File: config.mk
export PLATFORM = sky130hd
export DESIGN_NAME = intc_vec_ctrl
export DESIGN_NICKNAME = d
export VERILOG_FILES = /design/src/rtl/intc_pkg.sv /design/src/rtl/intc_pin_sense.sv /design/src/rtl/intc_prio_pick.sv /design/src/rtl/intc_vec_ctrl.sv
export SDC_FILE = /design/constraint.sdc
export NUM_CORES = 1
export LEC_CHECK = 0
export BUFFER_PORTS_ARGS = -buffer_cell sky130_fd_sc_hd__buf_2
export CAP_MARGIN = 20
export CELL_PAD_IN_SITES_DETAIL_PLACEMENT = 0
export CELL_PAD_IN_SITES_GLOBAL_PLACEMENT = 1
export CORE_MARGIN = 2
export CORE_UTILIZATION = 38
export DETAILED_ROUTE_END_ITERATION = 10
export PLACE_DENSITY_LB_ADDON = 0.25
export SYNTH_ARGS = -nofsm -noshare
export SYNTH_HDL_FRONTEND = slang
export SYNTH_SLANG_ARGS = --single-unit
File: constraint.sdc
create_clock -name clk -period 3.4 [get_ports clk]
set_clock_uncertainty 0.15 [all_clocks]
set_input_delay 0.51 -clock clk [delete_from_list [all_inputs] [get_ports clk]]
set_output_delay 0.51 -clock clk [all_outputs]
set_load 0.03 [all_outputs]
File: src/rtl/intc_pkg.sv
package intc_pkg;
  typedef enum logic [1:0] {
    SENSE_LOW  = 2'b00,
    SENSE_RSVD = 2'b01,
    SENSE_FALL = 2'b10,
    SENSE_RISE = 2'b11
  } sense_e;

  typedef enum logic [1:0] {
    SEL_MASK  = 2'd0,
    SEL_EXTFL = 2'd1,
    SEL_SENSE = 2'd2,
    SEL_PERFL = 2'd3
  } regsel_e;

  localparam int EXT_N = 2;
endpackage

File: src/rtl/intc_pin_sense.sv
module intc_pin_sense
  import intc_pkg::*;
(
  input  logic       clk,
  input  logic       rst_n,
  input  logic       pin,
  input  logic [1:0] mode,
  output logic       lvl_req,
  output logic       edge_hit
);
  logic s1_q, s2_q, s3_q;
  logic rise, fall;

  always_ff @(posedge clk or negedge rst_n) begin
    if (!rst_n) begin
      s1_q <= 1'b1;
      s2_q <= 1'b1;
      s3_q <= 1'b1;
    end else begin
      s1_q <= pin;
      s2_q <= s1_q;
      s3_q <= s2_q;
    end
  end

  always_comb begin
    rise     = s2_q & ~s3_q;
    fall     = ~s2_q & s3_q;
    lvl_req  = (sense_e'(mode) == SENSE_LOW) & ~s2_q;
    edge_hit = ((sense_e'(mode) == SENSE_RISE) & rise) |
               ((sense_e'(mode) == SENSE_FALL) & fall);
  end
endmodule

File: src/rtl/intc_prio_pick.sv
module intc_prio_pick #(
  parameter int N = 6,
  localparam int IW = $clog2(N)
) (
  input  logic [N-1:0]  active,
  output logic          any,
  output logic [IW-1:0] idx,
  output logic [N-1:0]  onehot
);
  always_comb begin
    any    = 1'b0;
    idx    = '0;
    onehot = '0;
    for (int i = N - 1; i >= 0; i--) begin
      if (active[i]) begin
        any    = 1'b1;
        idx    = IW'(i);
        onehot = '0;
        onehot[i] = 1'b1;
      end
    end
  end
endmodule

File: src/rtl/intc_vec_ctrl.sv
module intc_vec_ctrl
  import intc_pkg::*;
#(
  parameter int NUM_PERIPH = 4,
  parameter int VEC_W      = 8,
  localparam int NUM_SRC   = EXT_N + NUM_PERIPH,
  localparam int IW        = $clog2(NUM_SRC)
) (
  input  logic                  clk,
  input  logic                  rst_n,
  input  logic [1:0]            ext_pin,
  input  logic [NUM_PERIPH-1:0] periph_evt,
  input  logic [NUM_PERIPH-1:0] periph_en,
  input  logic                  gie_wr,
  input  logic                  gie_wdata,
  input  logic                  irq_ack,
  input  logic                  reti,
  input  logic                  reg_wr,
  input  logic [1:0]            reg_sel,
  input  logic [7:0]            reg_wdata,
  output logic [7:0]            reg_rdata,
  output logic                  gie,
  output logic                  irq_req,
  output logic [VEC_W-1:0]      irq_vec
);
  logic rs1_q, rst_q;
  logic gie_q, gie_d;
  logic [1:0] mask_q, mask_d;
  logic [3:0] sense_q, sense_d;
  logic [NUM_SRC-1:0] flg_q, flg_d, set_v, clr_v, w1c_v, pend, en_v, active, pick_oh;
  logic [1:0] lvl_v, edge_v, is_lvl;
  logic pick_any;
  logic [IW-1:0] pick_idx;
  logic ctl_en;

  always_ff @(posedge clk or negedge rst_n) begin
    if (!rst_n) begin
      rs1_q <= 1'b0;
      rst_q <= 1'b0;
    end else begin
      rs1_q <= 1'b1;
      rst_q <= rs1_q;
    end
  end

  for (genvar g = 0; g < EXT_N; g++) begin : g_pin
    intc_pin_sense u_sense (
      .clk      (clk),
      .rst_n    (rst_q),
      .pin      (ext_pin[g]),
      .mode     (sense_q[2*g+1:2*g]),
      .lvl_req  (lvl_v[g]),
      .edge_hit (edge_v[g])
    );
    assign is_lvl[g] = (sense_e'(sense_q[2*g+1:2*g]) == SENSE_LOW);
  end

  intc_prio_pick #(.N(NUM_SRC)) u_pick (
    .active (active),
    .any    (pick_any),
    .idx    (pick_idx),
    .onehot (pick_oh)
  );

  always_comb begin
    set_v = {periph_evt, edge_v};
    w1c_v = '0;
    if (reg_wr && regsel_e'(reg_sel) == SEL_EXTFL)
      w1c_v[1:0] = {reg_wdata[7], reg_wdata[6]};
    if (reg_wr && regsel_e'(reg_sel) == SEL_PERFL)
      w1c_v[NUM_SRC-1:EXT_N] = reg_wdata[NUM_PERIPH-1:0];
    clr_v = w1c_v | (irq_ack ? pick_oh : '0);
    flg_d = (flg_q & ~clr_v) | set_v;

    pend        = flg_q;
    pend[1:0]   = (is_lvl & lvl_v) | (~is_lvl & flg_q[1:0]);
    en_v        = {periph_en, mask_q};
    active      = pend & en_v;

    mask_d  = mask_q;
    sense_d = sense_q;
    if (reg_wr && regsel_e'(reg_sel) == SEL_MASK)  mask_d  = reg_wdata[7:6];
    if (reg_wr && regsel_e'(reg_sel) == SEL_SENSE) sense_d = reg_wdata[3:0];

    gie_d = gie_q;
    if (irq_ack)     gie_d = 1'b0;
    else if (reti)   gie_d = 1'b1;
    else if (gie_wr) gie_d = gie_wdata;
    ctl_en = reg_wr | irq_ack | reti | gie_wr;

    case (regsel_e'(reg_sel))
      SEL_MASK:  reg_rdata = {mask_q, 6'b0};
      SEL_EXTFL: reg_rdata = {flg_q[1], flg_q[0], 6'b0};
      SEL_SENSE: reg_rdata = {4'b0, sense_q};
      default:   reg_rdata = 8'(flg_q[NUM_SRC-1:EXT_N]);
    endcase

    gie     = gie_q;
    irq_req = gie_q & pick_any;
    irq_vec = VEC_W'(pick_idx) + VEC_W'(1);
  end

  always_ff @(posedge clk or negedge rst_q) begin
    if (!rst_q) begin
      flg_q   <= '0;
      mask_q  <= '0;
      sense_q <= '0;
      gie_q   <= 1'b0;
    end else begin
      flg_q <= flg_d;
      if (ctl_en) begin
        mask_q  <= mask_d;
        sense_q <= sense_d;
        gie_q   <= gie_d;
      end
    end
  end
endmodule

After elaboration in Yosys (flattened, before gate mapping)
Cells that the tools add are included.
Word-level totals
  flip-flop bits (word level): 21
  input bits: 27
  output and inout bits: 18
Operators by class
  add/subtract/negate cells: 1
  eq/ne operators: 7
  multiplexer cells: 25
  bitwise logic cells: 29
  reductions and logical operators: 11
Operators with widths (count)
  $mux W6: 7
  $pmux W8 S3: 1
  $mux W3: 6
  $and A6 B6 Y6: 2
  $eq A2 B2 Y1 const B: 6
  $or A6 B6 Y6: 2
  $and A1 B1 Y1: 11
  $mux W1: 9
  $logic_not A2 Y1: 3
  $not A6 Y6: 1
  $reduce_and A2 Y1: 3
  $or A1 B1 Y1: 5
  $add A3 B1 Y4 const B: 1
  $and A2 B2 Y2: 2
  $logic_and A1 B1 Y1: 4
  $mux W4: 1
  $not A1 Y1: 4
  $reduce_bool A3 Y1: 1
  $eq A2 B1 Y1 const B: 1
  $mux W2: 1
  $not A2 Y2: 1
  $or A2 B2 Y2: 1

Depth between registers and ports, before layout
Gate-level depths: netlist (run 1).
  depth after elaboration: 16
  depth in mapped cells: 6

Cells and area by module
From an unflattened synthesis (run 1), not the netlist that was laid out.
Second synthesis, totals
  cell total of the unflattened synthesis: 113
  area total of the unflattened synthesis: 1201.2 sq um
Modules (own cells, without submodules)
  intc_vec_ctrl: times used 1, cells each 82, area each 892.1 sq um, seq. area each 375.4 sq um
  intc_pin_sense: times used 2, cells each 7, area each 107.6 sq um, seq. area each 78.8 sq um
  intc_prio_pick: times used 1, cells each 17, area each 93.8 sq um, seq. area each 0.0 sq um

Worst setup path after synthesis (run 1)
Ideal clock, no wire load.
  kind: register -> output
  from: register sense_q[1]
  to: output port irq_vec[2]
  data arrival time: 1766 ps
  setup slack: 974 ps
  cell stages (with the launch flop): 6
  path buffers: 0
  cells stage by stage: dfrtp_1 -> or3_4 -> a21boi_4 -> nor3_1 -> ha_1 -> xor2_1
Between the ends
  longest elaborated chain between the ends: 7
  elaborated cells between the ends (all ways): 9
Ends and longest elaborated chain
  from (decl): RTL line intc_vec_ctrl.sv:29  | logic [3:0] sense_q, sense_d;
  from (signal assigned): RTL line intc_vec_ctrl.sv:113  | sense_q <= sense_d;
  $logic_not A2 Y1 *: RTL line intc_pin_sense.sv:29, intc_vec_ctrl.sv:55
  $and A1 B1 Y1 or $not A2 Y2 (tied branches): RTL line intc_pin_sense.sv:29, intc_vec_ctrl.sv:76
  $and A2 B2 Y2: RTL line intc_vec_ctrl.sv:76  | pend[1:0] = (is_lvl & lvl_v) | (~is_lvl & flg_q[1:0]);
  $or A2 B2 Y2 *: RTL line intc_vec_ctrl.sv:76
  $and A6 B6 Y6 *: RTL line intc_vec_ctrl.sv:78  | active = pend & en_v;
  $mux W3 *: RTL line intc_prio_pick.sv:15  | if (active[i]) begin
  $add A3 B1 Y4 *: RTL line intc_vec_ctrl.sv:100  | irq_vec = VEC_W'(pick_idx) + VEC_W'(1);
  to (decl): RTL line intc_vec_ctrl.sv:24  | output logic [VEC_W-1:0] irq_vec
Every way passes the cells marked *; elsewhere a longest branch is shown, timed or not.

Worst setup path after layout (run 1)
  from: register sense_q[3]
  to: output port irq_vec[2]
Between the ends
  longest elaborated chain between the ends: 8
  elaborated cells between the ends (all ways): 10
Ends and longest elaborated chain (RTL line)
  $logic_not A2 Y1 *: intc_pin_sense.sv:29, intc_vec_ctrl.sv:55
  $and A1 B1 Y1 or $not A2 Y2 (tied branches): intc_pin_sense.sv:29, intc_vec_ctrl.sv:76
  $and A2 B2 Y2: intc_vec_ctrl.sv:76
  $or A2 B2 Y2 *: intc_vec_ctrl.sv:76
  $and A6 B6 Y6 *: intc_vec_ctrl.sv:78
  $mux W3 * (2 in series): intc_prio_pick.sv:15
  $add A3 B1 Y4 *: intc_vec_ctrl.sv:100
Marked as above.

==> impl_metrics.env, run 1 <==
export IMPL_status="finished, violations left"
export IMPL_violations="design-rule violations"
export IMPL_routedWlPerCell_microns=13.49
export IMPL_die_x_microns=58.65
export IMPL_firstDrtPassIters=7
export IMPL_grt_antenna_before_repair=0
export IMPL_ys_ff_latch=21
export IMPL_clock_latency_ns=0.31
export IMPL_cpLargestDelayFamily="simple AND/OR/NAND/NOR gates"
export IMPL_diodes=0
export IMPL_crit_path_max_incr_delay_ns=0.44
export IMPL_final_cells=175
export IMPL_area_growth_pct=18.74
export IMPL_cp_slowest_cell="dfrtp_1"
export IMPL_ioPinCount=45
export IMPL_min_period_ns=2.718
export IMPL_fmax_ghz=0.3679
export IMPL_ir_worst_vdd_v=0.0002979
export IMPL_via_count=910
export IMPL_hold_end="g_pin[0].u_sense.s1_q$_DFF_PN1_"
export IMPL_synth_cell_type_count=36
export IMPL_end_kind="primary output"
export IMPL_slew_headroom_pct=48.65
export IMPL_cts_root_buffer="clkbuf_4"
export IMPL_nNetsFinal=173
export IMPL_path_class="flip-flop to primary output"
export IMPL_dp_slack_ns=1.031
export IMPL_clk_pin_slew_ns=0.12
export IMPL_r2r_slack_ns=1.70
export IMPL_r2r_end="flg_q[1]$_DFF_PN0_"
export IMPL_yosys_area_share_simple_pct=19.51
export IMPL_synth_xor_area_share_pct=0.7718
export IMPL_dieArea_sq_um=3440
export IMPL_fillers=300
export IMPL_fin_crit_sh_pct=79.94
export IMPL_clk_path_buf_depth=2
export IMPL_min_path_type="input pin to flip-flop"
export IMPL_yosysWarnings=0
export IMPL_avgSynthCellArea_sq_um=10.61
export IMPL_reg2reg_depth=4
export IMPL_synth_adder_area_share_pct=1.103
export IMPL_hold_start="ext_pin[0]"
export IMPL_crit_fanout=7
export IMPL_drt_initial_drc_count=31
export IMPL_path_cells="or3_1 -> a21boi_4 -> a21oi_1 -> nor2_1 -> ha_1 -> xor2_1 -> buf_2"
export IMPL_clkSinkCount=21
export IMPL_synth_top_family_by_area="simple AND/OR/NAND/NOR gates"
export IMPL_powerDensity_nw_per_um2=532.7
export IMPL_cts_buffers=3
export IMPL_fin_ws_ns=0.6820
export IMPL_syn_cell_area_sq_um=1135
export IMPL_grt_ovfl_total=0
export IMPL_worstPathArrival_ns=2.06
export IMPL_std_cell_rows=19
export IMPL_layout_drive_gt1_share_pct=37.50
export IMPL_worst_slew_pin_slew_ns=0.7702
export IMPL_drtAntennaViolNets=0
export IMPL_dp_hpwl_microns=1834
export IMPL_port_buffers=35
export IMPL_fin_tns_setup_ns=0
export IMPL_leakagePower_nw=0.6224
export IMPL_synth_compound_area_share_pct=14.33
export IMPL_cts_tree="built"
export IMPL_drc=4
export IMPL_drt_wl_total_microns=2361
export IMPL_hold_viol_final=0
export IMPL_maxCapViolCount=0
export IMPL_finalSetupViolCount=0
export IMPL_worstReg2RegStart="sense_q[3]$_DFFE_PN0P_"
export IMPL_required_ns=2.74
export IMPL_cp_start_kind="flip-flop"
export IMPL_grt_max_degree=20
export IMPL_grt_usage_pct=15.32
export IMPL_post_cts_buffers=0
export IMPL_hold_path_depth=1
export IMPL_seq_area_frac_synth_pct=46.97
export IMPL_die_h_microns=58.65
export IMPL_rsz0062_at_grt="false"
export IMPL_grt_pass1_wl_microns=3905
export IMPL_syn_inst=107
export IMPL_initial_core_util_pct=40.45
export IMPL_drv_slew=0
export IMPL_place_gp_congestion=0.7399
export IMPL_vias_per_cell=5.200
export IMPL_grt_pass1_vias=859
export IMPL_place_inst=170
export IMPL_muxShareOfSynthArea_pct=11.25
export IMPL_cts_resized=0
export IMPL_htree_levels=1
export IMPL_fp_coreArea_sq_um=2805
export IMPL_crit_buf_inv=1
==> power breakdown <==
part / switching [mW] / internal [mW] / leakage [nW]
logic: 0.162 / 0.107 / 0.373
clock network: 0.0788 / 0.0440 / 0.0177
registers: 0.0385 / 0.288 / 0.232
==> registers in the layout, indices dropped and copies added (netlist names) <==
name,cells
rst_q,1
g_pin.u_sense.s1_q,2
flg_q,6
rs1_q,1
mask_q,2
gie,1
sense_q,4
g_pin.u_sense.s2_q,2
g_pin.u_sense.s3_q,2
==> logic make-up (layout without fill, tap and decap cells) <==
group | count (synthesis) | count (layout)
buf+inv | 9 | 40
xor+xnor | 1 | 1
simple gates | 41 | 41
mux | 12 | 12
fa+ha+maj | 1 | 1
other cells | 2 | 8
compound gates | 20 | 20
flops | 21 | 21
==> area by class of cell <==
cell class,count,area (sq um),share of cell area [%]
Multi-Input combinational cell,83,563.0,41.78
Sequential cell,21,533.0,39.55
Timing Repair Buffer,36,185.2,13.74
Tap cell,31,38.79,2.878
Clock buffer,3,22.52,1.671
Clock inverter,1,5.005,0.3714
==> routing by layer <==
layer	global-route usage (%)	wire [microns]	vias to the layer above
li1	-	-	444
met1	20.51	1053	438
met2	23.27	1136	24
met3	4.176	137	4
met4	6.818	34	0
met5	0	0	-
==> timing repair <==
action | in CTS | in global routing
hold buffers | 1 | 0
endpoints found under the setup margin | 0 | 0
hold endpoints to repair | 2 | 0
==> metrics by stage <==
stage          cell area, sq um  total power [mW]  utilization, %  hold WS (ns)
6_report                   1348            0.7178           48.04        0.1290
5_1_grt                    1348            0.7687           48.04       0.09601
4_1_cts                    1348            0.7271           48.04        0.1211
3_5_place_dp               1310            0.6014           46.70        0.1472
3_3_place_gp               1310            0.5958           46.70        0.1452
2_1_floorplan              1157            0.5366               -       0.06441
==> Yosys cell counts, drive strengths merged <==
cell | n | area [sq um]
dfrtp | 15 | 375.4
nand2 | 12 | 45.04
buf | 8 | 57.55
nor2 | 8 | 30.03
dfstp | 6 | 157.7
mux2 | 6 | 67.56
mux2i | 6 | 60.06
nor2b | 5 | 31.28
o21ai | 4 | 20.02
a21boi | 3 | 45.05
a21oi | 3 | 15.01
a32o | 3 | 30.03
or3 | 3 | 23.77
a22oi | 2 | 15.01
a31oi | 2 | 12.51
conb | 2 | 7.510
nand3b | 2 | 15.01
nand4b | 2 | 17.52
nor3b | 2 | 15.01
a211oi | 1 | 7.510
a31o | 1 | 8.760
and3 | 1 | 6.260
clkbuf | 1 | 3.750
ha | 1 | 12.51
nand2b | 1 | 6.260
nand3 | 1 | 5.000
nand4 | 1 | 6.260
nor3 | 1 | 5.000
nor4b | 1 | 8.760
o311ai | 1 | 8.760
or2 | 1 | 6.260
xor2 | 1 | 8.760
==> worst max path at each step <==
stage | startpoint | slack (ns) | end | depth (start not counted)
floorplan | sense_q[1]$_DFFE_PN0P_ | 0.97 | irq_vec[2] | 5
global placement | sense_q[3]$_DFFE_PN0P_ | 1.03 | irq_vec[2] | 7
detailed placement | sense_q[3]$_DFFE_PN0P_ | 1.03 | irq_vec[2] | 7
CTS | sense_q[3]$_DFFE_PN0P_ | 0.66 | irq_vec[2] | 7
global route | sense_q[3]$_DFFE_PN0P_ | 0.52 | irq_vec[2] | 7
finish | sense_q[3]$_DFFE_PN0P_ | 0.68 | irq_vec[2] | 7
==> layout by cell type, fill, tap and decap left out <==
cell           count
a211oi_1           1
a21boi_1           1
a21boi_4           2
a21oi_1            3
a22oi_1            2
a31o_1             1
a31oi_1            2
a32o_1             3
and3_1             1
buf_2             35
clkbuf_4           3
clkinv_2           1
conb_1             8
dfrtp_1           15
dfstp_2            6
dlygate4sd3_1      1
ha_1               1
mux2_2             6
mux2i_1            6
nand2_1           12
nand2b_1           1
nand3_1            1
nand3b_1           2
nand4_1            1
nand4b_1           2
nor2_1             8
nor2b_1            5
nor3_1             1
nor3b_1            2
nor4b_1            1
o21ai_0            2
o21ai_1            2
o311ai_0           1
or2_1              1
or3_1              2
or3_4              1
xor2_1             1
(Power assumes the default switching activity.)
==> run 2: changes to the inputs <==
Settings changed: CORE_UTILIZATION 38 to 32.
Clock period 3.4 ns to 2.4 ns, I/O delays scaled along.
==> run 2 against run 1 <==
The flow finishes with violations (negative setup slack). Setup slack worse by 0.75 ns. Global-route usage is 2.2 points lower. Final area is 11% higher. Non-clock buffer count is 10 higher. Final cell count is 14% higher. Total power is 56% higher. Utilization is 3.7 points lower. Wire length is 7.9% higher. Critical path depth stayed put. Via count is 7.6% higher. Sequential share of layout area is 3.8 points lower. Register-to-register slack worse by 1.1 ns. Largest cell class unchanged.
==> impl_metrics.env, run 2 (synthesis gave the netlist of run 1 again) <==
export IMPL_fp_coreArea_sq_um=3363
export IMPL_routedWlPerCell_microns=12.74
export IMPL_firstDrtPassIters=4
export IMPL_finalSetupViolCount=1
export IMPL_rsz0062_at_grt="true"
export IMPL_nNetsFinal=183
export IMPL_ioPinCount=45
export IMPL_grt_antenna_before_repair=0
export IMPL_clock_latency_ns=0.30
export IMPL_hold_start="periph_evt[0]"
export IMPL_clk_pin_slew_ns=0.12
export IMPL_largest_register="flg_q"
export IMPL_cts_tree="built"
export IMPL_grt_pass1_vias=934
export IMPL_via_count=979
export IMPL_place_gp_congestion=0.6931
export IMPL_fillers=352
export IMPL_die_x_microns=63.55
export IMPL_area_growth_pct=31.42
export IMPL_min_period_ns=2.464
export IMPL_largestRegisters="flg_q: 6 flops, sense_q: 4 flops"
export IMPL_multi_input_area_sq_um=593.1
export IMPL_fin_crit_sh_pct=102.7
export IMPL_drtAntennaViolNets=0
export IMPL_reg2reg_depth=5
export IMPL_min_path_type="input pin to flip-flop"
export IMPL_register_area_sq_um=533.0
export IMPL_std_cell_rows=21
export IMPL_final_cells=200
export IMPL_slew_headroom_pct=48.87
export IMPL_maxCapViolCount=0
export IMPL_final_cell_mix="buf_2 (32), dfrtp_1 (15), nand2_1 (12)"
export IMPL_cts_buffers=3
export IMPL_crit_path_max_incr_delay_ns=0.39
export IMPL_drt_wl_total_microns=2548
export IMPL_end_kind="primary output"
export IMPL_dieArea_sq_um=4039
export IMPL_hold_path_depth=2
export IMPL_violations="negative setup slack"
export IMPL_powerDensity_nw_per_um2=749.4
export IMPL_worstPathArrival_ns=1.95
export IMPL_required_ns=1.89
export IMPL_die_h_microns=63.55
export IMPL_hold_viol_final=0
export IMPL_cp_start_kind="flip-flop"
export IMPL_fin_tns_setup_ns=-0.06373
export IMPL_timing_hold_ws_ns=0.09084
export IMPL_path_cells="or3_4 -> a21boi_4 -> a21oi_2 -> nor2_1 -> ha_1 -> xor2_1 -> buf_4"
export IMPL_cts_root_buffer="clkbuf_4"
export IMPL_worstReg2RegStart="sense_q[1]$_DFFE_PN0P_"
export IMPL_grt_ovfl_total=0
export IMPL_clk_path_buf_depth=2
export IMPL_r2r_end="flg_q[3]$_DFF_PN0_"
export IMPL_status="finished, violations left"
export IMPL_drt_initial_drc_count=31
export IMPL_grt_max_degree=20
export IMPL_grt_pass1_wl_microns=4188
export IMPL_dp_hpwl_microns=1952
export IMPL_largest_reg_flops=6
export IMPL_vias_per_cell=4.895
export IMPL_clkSinkCount=21
export IMPL_grt_usage_pct=13.11
export IMPL_place_inst=188
export IMPL_diodes=0
export IMPL_leakagePower_nw=0.6820
export IMPL_hold_end="flg_q[2]$_DFF_PN0_"
export IMPL_ir_worst_vdd_v=0.0002861
export IMPL_htree_levels=1
export IMPL_initial_core_util_pct=33.74
export IMPL_dp_slack_ns=0.1774
export IMPL_fmax_ghz=0.4059
export IMPL_crit_fanout=6
export IMPL_drv_slew=0
export IMPL_path_class="flip-flop to primary output"
export IMPL_cp_slowest_cell="dfstp_2"
export IMPL_drc=0
export IMPL_fin_ws_ns=-0.06373
export IMPL_port_buffers=35
export IMPL_final_common_cell="buf_2"
export IMPL_layout_drive_gt1_share_pct=43.51
export IMPL_worst_slew_pin_slew_ns=0.7670
export IMPL_r2r_slack_ns=0.64
[run 2: cell types whose count changed in the layout (fill, tap and decap cells not counted), sizes merged]
cell / before / now
dlygate4sd3: 1 / 3
buf: 35 / 43
[run 2: repair_timing]
item / CTS / global route
cloned: 0 / 0
resized for setup: 8 / 3
hold buffers: 3 / 0
buffers inserted: 4 / 1
endpoints found under the setup margin: 2 / 3
endpoints found under the hold margin: 4 / 0
pin swaps: 4 / 3
[run 2: worst max path at each step]
stage                                    startpoint  cells after the start    endpoint
detailed placement  g_pin[1].u_sense.s2_q$_DFF_PN1_                      7  irq_vec[2]
CTS                 g_pin[1].u_sense.s2_q$_DFF_PN1_                      7  irq_vec[2]
floorplan                    sense_q[1]$_DFFE_PN0P_                      5  irq_vec[2]
global route        g_pin[1].u_sense.s2_q$_DFF_PN1_                      7  irq_vec[2]
global placement    g_pin[1].u_sense.s2_q$_DFF_PN1_                      7  irq_vec[2]
finish              g_pin[1].u_sense.s2_q$_DFF_PN1_                      7  irq_vec[2]
[run 2: report_power, final]
group	internal [mW]	switching [mW]	leakage, nW
sequential	0.408	0.0506	0.232
combinational	0.223	0.265	0.432
clock	0.0622	0.109	0.0177
total	0.693	0.425	0.682
[run 2: routing by layer]
metal	global-route usage [%]	wire length [microns]
met1	16.69	1140
met2	22.50	1271
met3	2.321	112
met4	4.076	23
met5	0	0
[run 2: critical path: cells and delay by family (launching register included)]
family / cells / cell delay [ns]
xor+xnor: 1 / 0.14
simple gates: 2 / 0.49
buf+inv: 1 / 0.18
fa+ha+maj: 1 / 0.17
flops: 1 / 0.39
compound gates: 2 / 0.29
[run 2: area by class of cell]
type	instances	share of cell area [%]
Timing Repair Buffer	46	18.79
Tap cell	46	3.859
Sequential cell	21	35.74
Multi-Input combinational cell	83	39.77
Clock inverter	1	0.3356
Clock buffer	3	1.510
[run 2: per-stage QoR]
step	power, mW	utilization, %	instance area [sq um]
floorplan	0.7602	-	1157
global placement	0.8633	40.18	1351
detailed placement	0.8726	40.18	1351
CTS	1.102	43.71	1470
global route	1.182	44.35	1491
finish	1.118	44.35	1491
